`config.mk`:
```
export PLATFORM = sky130hd
export DESIGN_NAME = tcap_top
export DESIGN_NICKNAME = d
export VERILOG_FILES = /design/src/rtl/tcap_pkg.sv /design/src/rtl/tcap_edge_det.sv /design/src/rtl/tcap_ctrl.sv /design/src/rtl/tcap_counter.sv /design/src/rtl/tcap_top.sv
export SDC_FILE = /design/constraint.sdc
export NUM_CORES = 1
export LEC_CHECK = 0
export BUFFER_PORTS_ARGS = -buffer_cell sky130_fd_sc_hd__buf_4
export CELL_PAD_IN_SITES_DETAIL_PLACEMENT = 0
export CELL_PAD_IN_SITES_GLOBAL_PLACEMENT = 1
export CORE_AREA = 3 3 97 99
export CTS_CLUSTER_DIAMETER = 100
export CTS_CLUSTER_SIZE = 30
export DETAILED_ROUTE_END_ITERATION = 8
export DIE_AREA = 0 0 100 102
export PLACE_DENSITY_LB_ADDON = 0.3
export SYNTH_ARGS = -nofsm -noshare
export SYNTH_HDL_FRONTEND = slang
export SYNTH_HIERARCHICAL = 1
export SYNTH_SLANG_ARGS = --single-unit
```
`constraint.sdc`:
```
create_clock -name clk -period 2.4 [get_ports clk]
set_input_delay 0.48 -clock clk [delete_from_list [all_inputs] [get_ports clk]]
set_output_delay 0.48 -clock clk [all_outputs]
set_load 0.005 [all_outputs]
```
`src/rtl/tcap_pkg.sv`:
```
package tcap_pkg;
  typedef enum logic [1:0] {
    EDGE_FALL = 2'b00,
    EDGE_RISE = 2'b01,
    EDGE_BOTH = 2'b10,
    EDGE_NONE = 2'b11
  } edge_mode_e;
endpackage

```
`src/rtl/tcap_edge_det.sv`:
```
module tcap_edge_det
  import tcap_pkg::*;
#(
  parameter int SYNC_STAGES = 2
) (
  input  logic       clk,
  input  logic       rst_n,
  input  logic       cap_in,
  input  logic [1:0] edge_sel,
  output logic       hit
);
  localparam int LAST = SYNC_STAGES - 1;

  logic [SYNC_STAGES-1:0] sync_q;
  logic                   prev_q;
  logic                   rise, fall;

  // synchroniser chain, one flop per stage
  generate
    for (genvar i = 0; i < SYNC_STAGES; i++) begin : g_sync
      if (i == 0) begin : g_first
        always_ff @(posedge clk or negedge rst_n)
          if (!rst_n) sync_q[0] <= 1'b0;
          else        sync_q[0] <= cap_in;
      end else begin : g_rest
        always_ff @(posedge clk or negedge rst_n)
          if (!rst_n) sync_q[i] <= 1'b0;
          else        sync_q[i] <= sync_q[i-1];
      end
    end
  endgenerate

  always_ff @(posedge clk or negedge rst_n)
    if (!rst_n) prev_q <= 1'b0;
    else        prev_q <= sync_q[LAST];

  assign rise = sync_q[LAST] & ~prev_q;
  assign fall = ~sync_q[LAST] & prev_q;

  always_comb begin
    unique case (edge_mode_e'(edge_sel))
      EDGE_FALL: hit = fall;
      EDGE_RISE: hit = rise;
      EDGE_BOTH: hit = rise | fall;
      default:   hit = 1'b0;
    endcase
  end
endmodule

```
`src/rtl/tcap_ctrl.sv`:
```
module tcap_ctrl (
  input  logic clk,
  input  logic rst_n,
  input  logic trig_start,
  input  logic trig_stop,
  input  logic start_irq_en,
  output logic running,
  output logic restart,
  output logic count_en,
  output logic start_irq
);
  logic run_q;

  // stop has priority over start
  assign restart   = trig_start & ~trig_stop;
  assign count_en  = run_q & ~trig_stop;
  assign start_irq = restart & start_irq_en;

  always_ff @(posedge clk or negedge rst_n)
    if (!rst_n)          run_q <= 1'b0;
    else if (trig_stop)  run_q <= 1'b0;
    else if (trig_start) run_q <= 1'b1;

  assign running = run_q;
endmodule

```
`src/rtl/tcap_counter.sv`:
```
module tcap_counter #(
  parameter int CNT_W = 32
) (
  input  logic             clk,
  input  logic             rst_n,
  input  logic             restart,
  input  logic             count_en,
  output logic [CNT_W-1:0] count,
  output logic             wrap
);
  localparam logic [CNT_W-1:0] CNT_MAX = {CNT_W{1'b1}};

  logic [CNT_W-1:0] cnt_q;

  assign wrap = count_en & ~restart & (cnt_q == CNT_MAX);

  always_ff @(posedge clk or negedge rst_n)
    if (!rst_n)        cnt_q <= '0;
    else if (restart)  cnt_q <= '0;
    else if (count_en) cnt_q <= cnt_q + 1'b1;

  assign count = cnt_q;
endmodule

```
`src/rtl/tcap_top.sv`:
```
module tcap_top #(
  parameter int CNT_W       = 32,
  parameter int SYNC_STAGES = 2
) (
  input  logic             clk,
  input  logic             rst_n,
  input  logic             trig_start,
  input  logic             trig_stop,
  input  logic             start_irq_en,
  input  logic [1:0]       edge_sel,
  input  logic             cap_in,
  output logic             running,
  output logic [CNT_W-1:0] count,
  output logic [CNT_W-1:0] cap_data,
  output logic             irq,
  output logic             ovf
);
  logic hit, restart, count_en, start_irq, wrap, cap_fire;
  logic [CNT_W-1:0] cap_q;
  logic irq_q, ovf_q;

  tcap_edge_det #(.SYNC_STAGES(SYNC_STAGES)) u_edge (
    .clk(clk), .rst_n(rst_n), .cap_in(cap_in), .edge_sel(edge_sel), .hit(hit)
  );

  tcap_ctrl u_ctrl (
    .clk(clk), .rst_n(rst_n), .trig_start(trig_start), .trig_stop(trig_stop),
    .start_irq_en(start_irq_en), .running(running), .restart(restart),
    .count_en(count_en), .start_irq(start_irq)
  );

  tcap_counter #(.CNT_W(CNT_W)) u_cnt (
    .clk(clk), .rst_n(rst_n), .restart(restart), .count_en(count_en),
    .count(count), .wrap(wrap)
  );

  // capture only while enabled and not being stopped this cycle
  assign cap_fire = count_en & hit;

  always_ff @(posedge clk or negedge rst_n)
    if (!rst_n) begin
      cap_q <= '0;
      irq_q <= 1'b0;
      ovf_q <= 1'b0;
    end else begin
      if (cap_fire) cap_q <= count;
      irq_q <= cap_fire | start_irq;
      if (restart)   ovf_q <= 1'b0;
      else if (wrap) ovf_q <= 1'b1;
    end

  assign cap_data = cap_q;
  assign irq      = irq_q;
  assign ovf      = ovf_q;
endmodule

```
==> metrics.md <==
| Metric | Value |
|---|---|
| Final ANT Viol Nets | `0` |
| Post-synthesis async set-or-reset flop share | `100%` |
| Reg2Reg Depth | `6` |
| Pre-CTS WS | `-12.5 ps` |
| Global-route wire length before repair | `11800 um` |
| Ant. Diodes | `0` |
| Die width | `100 um` |
| I/O Pins | `75` |
| Seq. cell area | `1750 um^2` |
| Drt wl/cell | `15.4 um` |
| Critical path capture point type | `flop` |
| Setup violators final | `0` |
| Fin crit period | `2210 ps` |
| CTS buffer count | `9` |
| Synthesis-stage register bit count | `70` |
| Fill cells | `812` |
| Arrival @ worst endpoint | `2460 ps` |
| Final #Nets | `361` |
| Crit path buffers/inverters | `1` |
| Seq/Total Area, Yosys | `54.4%` |
| WL final | `7120 um` |
| Worst path slowest cell | `or4_1` |
| IO Port Bufs | `74` |
| Synth cell types | `34` |
| Grt total ovfl | `0` |
| Resized Gates After CTS | `0` |
| Synth Area in XOR/XNOR | `2.99%` |
| Critical path fanouts, max | `10` |
| Critical Path Max Stage Delay | `700 ps` |
| Post-synthesis adder-cell area fraction | `1.17%` |
| Deepest clock path buffer count | `2` |
| Pleak | `2.08 nW` |
| Area Growth Syn to Fin | `28.5%` |
| Die area | `10200 um^2` |
| Largest net degree at the start of global routing | `40` |
| # DRC | `0` |
| Largest family of logic cells by synthesized area | `simple AND/OR/NAND/NOR gates` |
| Post-synthesis average cell area | `12.3 um^2` |
| Core Footprint | `8640 um^2` |
| Total chip power | `0.00220 W` |
| Initial antenna violation count | `0` |
| Vias in the first global route | `2347` |
| Final number of hold-violating endpoints | `0` |
| CTS Hold Bufs | `0` |
| Initial core utilization | `37.3%` |
| Multi-input logic area | `1380 um^2` |
| Post-synth EDFFs | `0` |
| Post-route setup TNS | `0 ps` |
| Worst R2R Setup Slack | `190 ps` |
| Compound-cell area share of the yosys netlist | `7.57%` |
| Final setup margin | `192 ps` |
| Mux cell area share after synthesis | `15.2%` |
| Yosys warnings | `6` |
| Status | `complete, no violations` |
| Cells after Synth | `263` |
| Clock edge transition at the registers on the reported setup and hold paths | `70 ps` |
| CTS tree | `yes` |
| Detailed router's first-iteration violation count | `92` |
| Worst R2R End | `u_cnt/count[18]` |
| Die Ht | `102 um` |
| GRT Overall Usage | `14.5%` |
| Post-CTS setup buffer count | `0` |
| Clk Latency, worst-skew pair | `330 ps` |
| Gp weighted congestion | `0.696` |
| Pwr Density | `531 nW/um^2` |
| VDD IR max | `0.235 mV` |
| Top_reg_cell synth | `dfrtp_1` |
| Simple-Gate Fraction of Synth Area | `15.7%` |
| R2R Path Start | `u_ctrl/running` |
| Row count | `34` |
| Setup repair after global routing missed its margin | `no` |
| Worst Max-Slew Pin Slew | `583 ps` |
| Relative slew slack | `61.0%` |
| Top post-synthesis cells by area | `dfrtp_1, mux2_4, a21oi_1` |
| Slew Viols, Final | `0` |
| Clock Root Buffer | `clkbuf_8` |
| Setup Crit Path Kind | `reg2reg` |
| Syn Std Cell Area | `3220 um^2` |
| CP Cell Sequence | `nor2b_2 > nand4_4 > or4_1 > buf_4 > or3_1 > a21oi_1` |
| Clock Skews | `8.70 ps` |
| Tcrit/Tclk final | `92.0%` |
| Clock sinks | `70` |
| Share of cells above drive strength 1 | `39.7%` |
| Max Cap Violations | `0` |
| DPL Wire Length | `4930 um` |
| Crit path max-delay family | `simple AND/OR/NAND/NOR gates` |
| Yosys top cell by area | `dfrtp_1` |
| Fin Hold WS | `117 ps` |
| CP Data Required Time | `2650 ps` |
| Startpoint Class | `flop` |
| F_max | `0.453 GHz` |
| Top-count cell post-synth | `dfrtp_1` |
| Synthesized Nets | `274` |
| Commonest cells post-synth | `dfrtp_1, mux2_4, a21oi_1, nor2_1, or4_1` |
| Worst min path class | `in2async` |
| Total number of vias | `2381` |
| Vias per inst | `5.14` |
| H-tree depth | `3` |
| Synth top area share | `54.4%` |
| Drt pass-1 iters | `4` |
## where the power goes
group | total [W] | internal (W) | switching (W)
Clock | 0.000823 | 0.000399 | 0.000424
Sequential | 0.00122 | 0.00120 | 0.0000149
Combinational | 0.000158 | 0.0000809 | 0.0000772
Total | 0.00220 | 0.00168 | 0.000516
## worst max path at each step
stage	from	to	slack, ps	cells after the start
2_1_floorplan	trig_stop	u_cnt/count[30]	130	6
3_3_place_gp	trig_stop	u_cnt/count[20]	50	7
3_5_place_dp	trig_stop	u_cnt/count[18]	-10	7
4_1_cts	u_ctrl/running	u_cnt/count[18]	170	6
5_1_grt	u_ctrl/running	u_cnt/count[22]	110	6
6_report	u_ctrl/running	u_cnt/count[18]	190	6
## logic make-up (layout without fill, tap and decap cells)
kind of cell               count (synthesis)  in the layout
AOI/OAI and AO/OA                         42             42
xor gates and xnor gates                  11             11
adders and majority gates                  3              3
buffers and inverters                     19            111
DFF                                       70             70
muxes                                     34             34
and+or+nand+nor                           84             84
## cells in the final DEF, fill, tap and decap left out, drive strengths merged, types with 5 or more instances in the layout
cell / n
nand3: 9
or3: 9
nor2: 14
nand4: 9
xor2: 5
or4: 12
nand2: 11
o31ai: 11
a21oi: 20
xnor2: 6
clkbuf: 12
o21ai: 9
and4: 5
buf: 90
inv: 5
dfrtp: 70
mux2: 32
## flip-flops by register name (all words and copies together) (netlist names)
signal and cells:
cap_data 32, u_cnt/count 32, u_edge/sync_q 2, irq 1
ovf 1, u_ctrl/running 1, u_edge/prev_q 1
## area by class of cell
type / count / area share, %
Clock buffer: 12 / 3.51
Clock inverter: 4 / 0.544
Inverter: 5 / 0.453
Multi-Input combinational cell: 174 / 33.3
Sequential cell: 70 / 42.3
Tap cell: 108 / 3.26
Timing Repair Buffer: 90 / 16.6
## stage by stage
step | instance area (um^2) | utilization [%] | cells
6_report | 4140 | 47.9 | 463
2_1_floorplan | 3220 | - | 263
3_3_place_gp | 3970 | 46.0 | 447
5_1_grt | 4140 | 47.9 | 463
4_1_cts | 4140 | 47.9 | 463
3_5_place_dp | 3970 | 46.0 | 447
## metal layers
| metal | global-route usage [%] | up-vias | part of all wire [%] |
|---|---|---|---|
| met5 | 0 | - | 0 |
| met4 | 3.11 | 0 | 0.32 |
| met3 | 4.98 | 2 | 6.0 |
| met2 | 23.3 | 62 | 47 |
| met1 | 19.1 | 1183 | 47 |
| li1 | - | 1134 | - |
(Power assumes the default switching activity.)
